[config.mk]
export PLATFORM = sky130hd
export DESIGN_NAME = can_irq_hub
export DESIGN_NICKNAME = d
export VERILOG_FILES = /design/src/rtl/can_irq_pkg.sv /design/src/rtl/can_irq_ctl.sv /design/src/rtl/can_irq_objcell.sv /design/src/rtl/can_irq_dp.sv /design/src/rtl/can_irq_hub.sv
export SDC_FILE = /design/constraint.sdc
export NUM_CORES = 1
export LEC_CHECK = 0
export ABC_AREA = 1
export BUFFER_PORTS_ARGS = -buffer_cell sky130_fd_sc_hd__buf_4
export CAP_MARGIN = 20
export CORE_MARGIN = 2
export CORE_UTILIZATION = 59
export DETAILED_ROUTE_END_ITERATION = 12
export HOLD_SLACK_MARGIN = 0.08
export PLACE_DENSITY = 0.86
export REMOVE_ABC_BUFFERS = 1
export SETUP_SLACK_MARGIN = 0.15
export SYNTH_ARGS = -nofsm -noshare
export SYNTH_HDL_FRONTEND = slang
export SYNTH_HIERARCHICAL = 1
export SYNTH_SLANG_ARGS = --single-unit
[constraint.sdc]
create_clock -name clk -period 3.6 [get_ports clk]
set_clock_uncertainty 0.05 [all_clocks]
set_input_delay 0.54 -clock clk [delete_from_list [all_inputs] [get_ports clk]]
set_output_delay 0.54 -clock clk [all_outputs]
set_load 0.005 [all_outputs]
[src/rtl/can_irq_pkg.sv]
package can_irq_pkg;

  // per-object flag positions
  localparam int KIND_W   = 5;
  localparam int K_RX     = 0;
  localparam int K_TX     = 1;
  localparam int K_BIT    = 2;
  localparam int K_FORM   = 3;
  localparam int K_ACK    = 4;

  // general flag positions
  localparam int GEN_W    = 3;
  localparam int G_ERR    = 0;
  localparam int G_BUF    = 1;
  localparam int G_OVR    = 2;

  // register addresses
  localparam int ADDR_CFG   = 0;
  localparam int ADDR_OBJEN = 1;
  localparam int ADDR_GEN   = 2;
  localparam int ADDR_PEND  = 3;
  localparam int ADDR_OBJ0  = 4;

  localparam int CFG_W = 7;

  // bit0 is canEn
  typedef struct packed {
    logic objErrEn;
    logic txOkEn;
    logic rxOkEn;
    logic ovrEn;
    logic bufEn;
    logic genErrEn;
    logic canEn;
  } cfg_t;

  // strobes from control to datapath
  typedef struct packed {
    logic wrCfg;
    logic wrObjEn;
    logic clrGen;
    logic clrObj;
  } ctlStrobe_t;

endpackage

[src/rtl/can_irq_ctl.sv]
module can_irq_ctl
  import can_irq_pkg::*;
#(
  parameter int NUM_OBJ = 8,
  parameter int ADDR_W  = 4,
  localparam int SEL_W  = (NUM_OBJ > 1) ? $clog2(NUM_OBJ) : 1
) (
  input  logic              wrEn,
  input  logic [ADDR_W-1:0] wrAddr,
  output ctlStrobe_t        strobe,
  output logic [SEL_W-1:0]  objSel
);

  localparam logic [ADDR_W-1:0] A_CFG   = ADDR_W'(ADDR_CFG);
  localparam logic [ADDR_W-1:0] A_OBJEN = ADDR_W'(ADDR_OBJEN);
  localparam logic [ADDR_W-1:0] A_GEN   = ADDR_W'(ADDR_GEN);
  localparam logic [ADDR_W-1:0] A_OBJ0  = ADDR_W'(ADDR_OBJ0);
  localparam logic [ADDR_W-1:0] A_OBJE  = ADDR_W'(ADDR_OBJ0 + NUM_OBJ);

  logic inObjRange;

  assign inObjRange = (wrAddr >= A_OBJ0) && (wrAddr < A_OBJE);

  always_comb begin
    strobe = '0;
    objSel = SEL_W'(wrAddr - A_OBJ0);
    if (wrEn) begin
      if (wrAddr == A_CFG) begin
        strobe.wrCfg = 1'b1;
      end else if (wrAddr == A_OBJEN) begin
        strobe.wrObjEn = 1'b1;
      end else if (wrAddr == A_GEN) begin
        strobe.clrGen = 1'b1;
      end else if (inObjRange) begin
        strobe.clrObj = 1'b1;
      end
    end
  end

endmodule

[src/rtl/can_irq_objcell.sv]
module can_irq_objcell
  import can_irq_pkg::*;
(
  input  logic              clk,
  input  logic              rstN,
  input  logic              evRx,
  input  logic              evTx,
  input  logic              evBit,
  input  logic              evForm,
  input  logic              evAck,
  input  logic              txBusy,
  input  logic [KIND_W-1:0] clrMask,
  input  logic [KIND_W-1:0] kindMask,
  input  logic              objEn,
  output logic [KIND_W-1:0] flags,
  output logic              pending
);

  logic [KIND_W-1:0] setVec;

  always_comb begin
    setVec         = '0;
    setVec[K_RX]   = evRx;
    setVec[K_TX]   = evTx;
    // a form error while sending is also a bit error
    setVec[K_BIT]  = evBit | (evForm & txBusy);
    setVec[K_FORM] = evForm;
    setVec[K_ACK]  = evAck;
  end

  always_ff @(posedge clk or negedge rstN) begin
    if (!rstN) begin
      flags <= '0;
    end else begin
      // set after clear: a new event is never lost
      flags <= (flags & ~clrMask) | setVec;
    end
  end

  assign pending = objEn & (|(flags & kindMask));

endmodule

[src/rtl/can_irq_dp.sv]
module can_irq_dp
  import can_irq_pkg::*;
#(
  parameter int NUM_OBJ = 8,
  parameter int ADDR_W  = 4,
  parameter int DATA_W  = 8,
  localparam int SEL_W  = (NUM_OBJ > 1) ? $clog2(NUM_OBJ) : 1
) (
  input  logic                           clk,
  input  logic                           rstN,
  input  ctlStrobe_t                     strobe,
  input  logic [SEL_W-1:0]               objSel,
  input  logic [DATA_W-1:0]              wrData,
  input  logic [ADDR_W-1:0]              rdAddr,
  output logic [DATA_W-1:0]              rdData,
  input  logic [NUM_OBJ-1:0]             evRxOk,
  input  logic [NUM_OBJ-1:0]             evTxOk,
  input  logic [NUM_OBJ-1:0]             evBitErr,
  input  logic [NUM_OBJ-1:0]             evFormErr,
  input  logic [NUM_OBJ-1:0]             evAckErr,
  input  logic                           txBusy,
  input  logic                           evGenErr,
  input  logic                           evBufFull,
  input  logic                           evTimerOvr,
  output cfg_t                           cfgOut,
  output logic [GEN_W-1:0]               genFlags,
  output logic [NUM_OBJ-1:0][KIND_W-1:0] objFlags,
  output logic [NUM_OBJ-1:0]             objPending,
  output logic                           canIrq,
  output logic                           timerIrq
);

  localparam logic [ADDR_W-1:0] A_CFG   = ADDR_W'(ADDR_CFG);
  localparam logic [ADDR_W-1:0] A_OBJEN = ADDR_W'(ADDR_OBJEN);
  localparam logic [ADDR_W-1:0] A_GEN   = ADDR_W'(ADDR_GEN);
  localparam logic [ADDR_W-1:0] A_PEND  = ADDR_W'(ADDR_PEND);
  localparam logic [ADDR_W-1:0] A_OBJ0  = ADDR_W'(ADDR_OBJ0);
  localparam logic [ADDR_W-1:0] A_OBJE  = ADDR_W'(ADDR_OBJ0 + NUM_OBJ);

  cfg_t               cfgQ;
  logic [NUM_OBJ-1:0] objEnQ;
  logic [GEN_W-1:0]   genQ;
  logic [GEN_W-1:0]   genSet;
  logic [GEN_W-1:0]   genClr;
  logic [KIND_W-1:0]  kindMask;
  logic               canNext;
  logic               timerNext;

  // configuration and object enables
  always_ff @(posedge clk or negedge rstN) begin
    if (!rstN) begin
      cfgQ   <= '0;
      objEnQ <= '0;
    end else begin
      if (strobe.wrCfg)   cfgQ   <= cfg_t'(wrData[CFG_W-1:0]);
      if (strobe.wrObjEn) objEnQ <= wrData[NUM_OBJ-1:0];
    end
  end

  // general flags
  always_comb begin
    genSet        = '0;
    genSet[G_ERR] = evGenErr;
    genSet[G_BUF] = evBufFull;
    genSet[G_OVR] = evTimerOvr;
    genClr        = strobe.clrGen ? wrData[GEN_W-1:0] : '0;
  end

  always_ff @(posedge clk or negedge rstN) begin
    if (!rstN) genQ <= '0;
    else       genQ <= (genQ & ~genClr) | genSet;
  end

  // per-kind mask shared by all objects
  always_comb begin
    kindMask         = '0;
    kindMask[K_RX]   = cfgQ.rxOkEn;
    kindMask[K_TX]   = cfgQ.txOkEn;
    kindMask[K_BIT]  = cfgQ.objErrEn;
    kindMask[K_FORM] = cfgQ.objErrEn;
    kindMask[K_ACK]  = cfgQ.objErrEn;
  end

  for (genvar i = 0; i < NUM_OBJ; i++) begin : g_obj
    logic [KIND_W-1:0] clrMask;
    assign clrMask = (strobe.clrObj && (objSel == SEL_W'(i))) ? wrData[KIND_W-1:0] : '0;

    can_irq_objcell uCell (
      .clk      (clk),
      .rstN     (rstN),
      .evRx     (evRxOk[i]),
      .evTx     (evTxOk[i]),
      .evBit    (evBitErr[i]),
      .evForm   (evFormErr[i]),
      .evAck    (evAckErr[i]),
      .txBusy   (txBusy),
      .clrMask  (clrMask),
      .kindMask (kindMask),
      .objEn    (objEnQ[i]),
      .flags    (objFlags[i]),
      .pending  (objPending[i])
    );
  end

  // interrupt lines
  assign canNext = cfgQ.canEn & ((|objPending)
                                 | (genQ[G_ERR] & cfgQ.genErrEn)
                                 | (genQ[G_BUF] & cfgQ.bufEn));
  assign timerNext = cfgQ.ovrEn & genQ[G_OVR];

  always_ff @(posedge clk or negedge rstN) begin
    if (!rstN) begin
      canIrq   <= 1'b0;
      timerIrq <= 1'b0;
    end else begin
      canIrq   <= canNext;
      timerIrq <= timerNext;
    end
  end

  // read mux
  logic [SEL_W-1:0] rdIdx;
  assign rdIdx = SEL_W'(rdAddr - A_OBJ0);

  always_comb begin
    rdData = '0;
    if (rdAddr == A_CFG) begin
      rdData = DATA_W'(cfgQ);
    end else if (rdAddr == A_OBJEN) begin
      rdData = DATA_W'(objEnQ);
    end else if (rdAddr == A_GEN) begin
      rdData = DATA_W'(genQ);
    end else if (rdAddr == A_PEND) begin
      rdData = DATA_W'(objPending);
    end else if ((rdAddr >= A_OBJ0) && (rdAddr < A_OBJE)) begin
      rdData = DATA_W'(objFlags[rdIdx]);
    end
  end

  assign cfgOut   = cfgQ;
  assign genFlags = genQ;

endmodule

[src/rtl/can_irq_hub.sv]
module can_irq_hub
  import can_irq_pkg::*;
#(
  parameter int NUM_OBJ = 8,
  parameter int ADDR_W  = 4,
  parameter int DATA_W  = 8
) (
  input  logic               clk,
  input  logic               rstN,
  input  logic               wrEn,
  input  logic [ADDR_W-1:0]  wrAddr,
  input  logic [DATA_W-1:0]  wrData,
  input  logic [ADDR_W-1:0]  rdAddr,
  output logic [DATA_W-1:0]  rdData,
  input  logic [NUM_OBJ-1:0] evRxOk,
  input  logic [NUM_OBJ-1:0] evTxOk,
  input  logic [NUM_OBJ-1:0] evBitErr,
  input  logic [NUM_OBJ-1:0] evFormErr,
  input  logic [NUM_OBJ-1:0] evAckErr,
  input  logic               txBusy,
  input  logic               evGenErr,
  input  logic               evBufFull,
  input  logic               evTimerOvr,
  output logic [NUM_OBJ-1:0] objPending,
  output logic               canIrq,
  output logic               timerIrq
);

  localparam int SEL_W = (NUM_OBJ > 1) ? $clog2(NUM_OBJ) : 1;

  ctlStrobe_t                     strobe;
  logic [SEL_W-1:0]               objSel;
  cfg_t                           cfgOut;
  logic [GEN_W-1:0]               genFlags;
  logic [NUM_OBJ-1:0][KIND_W-1:0] objFlags;

  can_irq_ctl #(.NUM_OBJ(NUM_OBJ), .ADDR_W(ADDR_W)) uCtl (
    .wrEn   (wrEn),
    .wrAddr (wrAddr),
    .strobe (strobe),
    .objSel (objSel)
  );

  can_irq_dp #(.NUM_OBJ(NUM_OBJ), .ADDR_W(ADDR_W), .DATA_W(DATA_W)) uDp (
    .clk        (clk),
    .rstN       (rstN),
    .strobe     (strobe),
    .objSel     (objSel),
    .wrData     (wrData),
    .rdAddr     (rdAddr),
    .rdData     (rdData),
    .evRxOk     (evRxOk),
    .evTxOk     (evTxOk),
    .evBitErr   (evBitErr),
    .evFormErr  (evFormErr),
    .evAckErr   (evAckErr),
    .txBusy     (txBusy),
    .evGenErr   (evGenErr),
    .evBufFull  (evBufFull),
    .evTimerOvr (evTimerOvr),
    .cfgOut     (cfgOut),
    .genFlags   (genFlags),
    .objFlags   (objFlags),
    .objPending (objPending),
    .canIrq     (canIrq),
    .timerIrq   (timerIrq)
  );

endmodule

---- Yosys cells after proc, flatten, opt, wreduce, memory -nomap -nowiden ----
Index checks and enable logic that the tools add are counted.
cells by class
  order comparisons ....................... 5
  muxes and demuxes ....................... 24
  bitwise operators ....................... 65
  add/sub/neg operators ................... 2
  eq/ne operators ......................... 12
  reductions and logical operators ........ 22
operator list
  cell                                                 number
  bitwise AND 5 bit                                    16
  2-to-1 mux 5 bit                                     10
  NOT 5 bit                                            8
  bitwise OR 5 bit                                     8
  OR reduction 5 bit                                   8
  2-to-1 mux 8 bit                                     4
  bitwise AND 1 bit                                    20
  binary-select mux 5 bit (select 3 bit)               1
  equality test 3 bit, second input constant           4
  equality test 4 x 2 -> 1 bit, second input constant  3
  logical AND 1 bit                                    10
  bitwise OR 1 bit                                     10
  equality test 4 x 1 -> 1 bit, second input constant  2
  >= comparator 4 x 3 -> 1 bit, second input constant  2
  logical NOT 4 bit                                    2
  < comparator 4 bit, second input constant            2
  OR reduction 8 bit                                   1
  equality test 3 x 2 -> 1 bit, second input constant  2
  2-to-1 mux 3 bit                                     2
  subtractor 3 bit, second input constant              2
  2-to-1 mux 1 bit                                     5
  < comparator 3 x 4 -> 1 bit, second input constant   1
  2-to-1 mux 4 bit                                     1
  bitwise AND 3 bit                                    1
  other kinds (5)                                      5
storage, ports and cells
  register bits after elaboration ......... 60
  bits of input ports ..................... 63
  logic and storage cells ................. 149

---- Longest topological paths before layout ----
  word-level depth ........................ 12
  mapped depth ............................ 12

---- Modules after synthesis ----
Netlist, hierarchy kept.
by module, submodules not included
  module           cells an instance  times used  area each (um2)  seq. area each (um2)
  can_irq_objcell  26                 8           225.2            125.1
  can_irq_dp       296                1           1691.6           500.5
  can_irq_ctl      16                 1           76.3             0.0

---- Worst setup path after synthesis ----
No wires, ideal clock.
  kind .................................... input -> output
  start ................................... in rdAddr[2]
  end ..................................... out rdData[0]
  data required time ...................... 3010 ps
  slack ................................... 1506 ps
  stages .................................. 10
  buffers on the path ..................... 0
  arrival time ............................ 1504 ps
  path through ............................ inv_1 ha_1 inv_1 nor2_1 a21oi_1 nand2_1 nand2_1 nand2_1 nand2_1 nand2_1
between the ends
  word-level cells in the longest chain between the ends .. 8
  elaborated cells on any way between the ends .. 15
ends and longest elaborated chain
  element                                 RTL line           text
  start: declaration                      can_irq_hub.sv:13  input logic [ADDR_W-1:0] rdAddr,
  subtractor 3 bit                        can_irq_dp.sv:123  assign rdIdx = SEL_W'(rdAddr - A_OBJ0);
  binary-select mux 5 bit (select 3 bit)  can_irq_dp.sv:136  rdData = DATA_W'(objFlags[rdIdx]);
  2-to-1 mux 5 bit (implied by the code)  can_irq_dp.sv:136
  2-to-1 mux 5 bit                        can_irq_dp.sv:135  end else if ((rdAddr >= A_OBJ0) && (rdAddr < A_OBJE)) begin
  2-to-1 mux 8 bit                        can_irq_dp.sv:133  end else if (rdAddr == A_PEND) begin
  2-to-1 mux 8 bit                        can_irq_dp.sv:131  end else if (rdAddr == A_GEN) begin
  2-to-1 mux 8 bit                        can_irq_dp.sv:129  end else if (rdAddr == A_OBJEN) begin
  2-to-1 mux 8 bit *                      can_irq_dp.sv:127  if (rdAddr == A_CFG) begin
  end: declaration                        can_irq_hub.sv:14  output logic [DATA_W-1:0] rdData,
Every way passes the cells marked *; elsewhere a longest branch is shown, timed or not. The select of a mux whose other input is x is not followed.

---- Final worst setup path ----
  start ................................... reg uDp.cfgQ, in the netlist uDp/cfgOut[6]
  end ..................................... out rdData[1]
between the ends
  word-level cells in the longest chain between the ends .. 7
ends and longest elaborated chain
  element                   RTL line               text
  start: declaration        can_irq_dp.sv:40       cfg_t cfgQ;
  start signal: assignment  can_irq_dp.sv:55       if (strobe.wrCfg) cfgQ <= cfg_t'(wrData[CFG_W-1:0]);
  bitwise AND 5 bit         can_irq_objcell.sv:40  assign pending = objEn & (|(flags & kindMask));
  OR reduction 5 bit        can_irq_objcell.sv:40
  bitwise AND 1 bit         can_irq_objcell.sv:40
  2-to-1 mux 8 bit          can_irq_dp.sv:133
  2-to-1 mux 8 bit          can_irq_dp.sv:131
  2-to-1 mux 8 bit          can_irq_dp.sv:129
  2-to-1 mux 8 bit          can_irq_dp.sv:127
No other way between the ends.

==> metrics.md <==
| Metric | Value |
|---|---|
| CP dominant cell by count | `nand2_1` |
| Final setup vio count | `0` |
| GPL Wtd Cong | `between 0.9 and 1` |
| Initial antenna violation count | `0` |
| CP Data Required Time | `between 3000 and 4000 ps` |
| Core Region | `0.00589 mm2` |
| Congestion Overflow GR | `0` |
| Layout Utilization | `74.1%` |
| Top delay family on crit path | `simple AND/OR/NAND/NOR gates` |
| Die area | `~0.0067 mm2` |
| Average wire per standard cell | `approximately 16 um` |
| Pin count of the biggest net entering global routing | `61` |
| Drc violations | `0` |
| CTS tree | `yes` |
| Final Cell Area | `0.00436 mm2` |
| Number of routed nets with antenna violations | `0` |
| Final Slew Violations | `0` |
| Clock Tree Buf Depth | `2` |
| Port-buffer cells | `80` |
| Die height | `81.8 um` |
| Final std cells w/o fill | `between 600 and 700` |
| CP peak stage delay | `810 ps` |
| RSZ-0062 raised after global routing | `no` |
| First DRT Iteration DRCs | `307` |
| Critical path class | `register to output pin` |
| Peak supply drop | `236 uV` |
| Drt total wl | `10.7 mm` |
| Critical-path cell list | `nand2_1, nand3_1, nor2_1, nor2_1, a21oi_1, nand2_1, nand2_1, nand2_1, nand2_1, nand2_1, buf_4` |
| Post-synthesis register bit count | `60` |
| Vias in the first global route | `around 3400` |
| Layout cells sized above 1 | `between 15 and 20%` |
| Area grow syn2layout | `22.2%` |
| Status | `finished, final reports clean` |
| Layout net count | `between 600 and 700` |
| CTS clk-pin slew, worst paths | `70 ps` |
| Final Hold Fails | `0` |
| Count of yosys warnings during synthesis | `6` |
| Synth Flop Type | `dfrtp_1` |
| Crit path DAT | `2220 ps` |
| Number of diodes | `0` |
| Worst Max-Slew Pin Slew | `820 ps` |
| Startpoint types | `register` |
| Netlist cell types | `26` |
| Buf/Inv on CP | `1` |
| Placed cells | `666` |
| Rows | `28` |
| Slowest-stage cell, CP | `dfrtp_1` |
| I/O pin count | `81` |
| CP max FO | `25` |
| Seq. cell area | `0.00150 mm2` |
| P per Cell Area | `403 mW/mm2` |
| Register area share after synthesis | `a little over two fifths` |
| Max-cap violations | `0` |
| Setup TNS | `0 ps` |
| Final-layout fill cell count | `489` |
| Class of the tightest hold or removal check | `primary input to asynchronous set/reset pin` |
| Post-Syn Instances | `520` |
| Leak Pwr | `2.66 nW` |
| Initial Util | `60.7%` |
| Crit end category | `output pin` |
| Synth Area per Inst | `6.86 um2` |
| Post-Syn Area | `approximately 0.0036 mm2` |
| WHS | `about 230 ps` |
| Clock root buffer | `clkbuf_8` |
| GR Util All Layers | `33.6%` |
| # Post-CTS Setup Buffers | `0` |
| Worst-skew pair later-pin latency | `between 300 and 400 ps` |
| Period utilization | `78.0%` |
| Post-synth EDFFs | `0` |
| Global-route wire length before repair | `16.5 mm` |
| Peak Freq | `0.356 GHz` |
| Placed cell areas | `0.00421 mm2` |
| Area occupied by multi-input gates | `0.00169 mm2` |
| DP HPWL | `7.72 mm` |
| Cts bufs inserted | `9` |
| Final min period | `~2800 ps` |
| CTS resizes | `0` |
| Via Count | `3692` |
| Clock sink count | `60` |
| Max H-tree Level | `3` |
| DIE WIDTH | `around 82 um` |
| Worst slew margin | `45.1%` |
| Vias/cell | `5.43` |
| FFs w/ async S/R, synth | `100%` |
| Pre-antenna DRT Iters | `5` |
| Hold buffer count at CTS | `0` |
-- cells in the final DEF (no fill, tap or decap), types with 3 or more instances in the layout --
cell,n
inv_1,79
nand3_1,28
or2_2,3
buf_4,81
a21oi_1,28
clkinv_2,3
clkbuf_8,10
o21bai_1,32
nand2_1,163
dfrtp_1,60
o21ai_0,16
clkinv_1,4
nor2_1,72
nand4_1,4
nand2_2,8
-- where the power goes --
part | switching (mW) | internal, mW
Combinational | 0.247 | 0.199
Clock | 0.261 | 0.257
Sequential | 0.0676 | 0.725
-- sequential cells by signal, summed over array words and instances, names as in the netlist --
register / cells
uDp/objEnQ: 8
uDp/g_obj.uCell/flags: 40
uDp/cfgOut: 7
uDp/canIrq: 1
uDp/genFlags: 3
uDp/timerIrq: 1
-- worst reg2reg max path: cells and delay by family, from the launching register on --
| family | cells | cell delay, ps |
|---|---|---|
| compound gates | 1 | 210 |
| flops | 1 | 650 |
| simple gates | 5 | 990 |
-- cell families after synthesis --
| family | share of synthesized area (%) |
|---|---|
| AND/OR/NAND/NOR | 32.2 |
| buffers and inverters | 10.7 |
| AO/OA/AOI/OAI | 13.7 |
| flip-flops | 42.1 |
| multiplexers | 0.631 |
| adder cells (fa/ha/maj) | 0.701 |
-- final timing paths --
kind,cells past startpoint,to,from,slack (ps)
hold reg to reg,2,uDp/timerIrq,uDp/genFlags[2],450
max in group asynchronous,1,uDp/g_obj[5].uCell/flags[1],rstN,2750
setup reg to reg,6,uDp/canIrq,uDp/cfgOut[6],1540
min in group clk,2,uDp/g_obj[6].uCell/flags[1],evTxOk[6],340
hold / removal,1,uDp/g_obj[2].uCell/flags[4],rstN,230
setup / recovery,11,rdData[1],uDp/cfgOut[6],790
-- metal layers --
layer / share of wire [%] / track usage, % / vias to the layer above
met4: 3.6 / 16.3 / 0
met3: 8.5 / 7.25 / 32
met1: 42 / 44.3 / 1689
li1: - / - / 1770
met5: 0 / 0 / -
met2: 46 / 52.5 / 201
-- final cells by class --
class                      count  area share, %
clock buffer                  11           3.24
clock inverter                 3          0.344
inverter                      84           7.23
multi-input combinational    366           38.7
sequential                    60           34.4
tap                           75           2.15
timing repair buffer          81           13.9
-- stage by stage --
stage	power, mW	setup slack, ps
CTS	1.75	828
floorplan	1.02	1510
global route	1.85	664
finish	1.76	793
detailed placement	1.24	1050
global placement	1.22	1160
-- cells in the mapped netlist, types with 2 or more instances --
cell | instances | area [um2]
nand3_1 | 28 | 140
ha_1 | 2 | 25.0
dfrtp_1 | 60 | 1500
or2_2 | 3 | 18.8
o21ai_0 | 16 | 80.1
nor2_4 | 2 | 22.5
mux2_2 | 2 | 22.5
inv_1 | 79 | 297
clkbuf_1 | 2 | 7.51
nor2_1 | 72 | 270
nand4_1 | 4 | 25.0
nand2_1 | 163 | 612
clkinv_1 | 4 | 15.0
a21oi_1 | 28 | 140
nand2_2 | 8 | 50.1
o21bai_1 | 32 | 240
nor4_1 | 2 | 12.5
buf_4 | 5 | 37.5
Note: power is estimated with default switching activity, not from simulation.
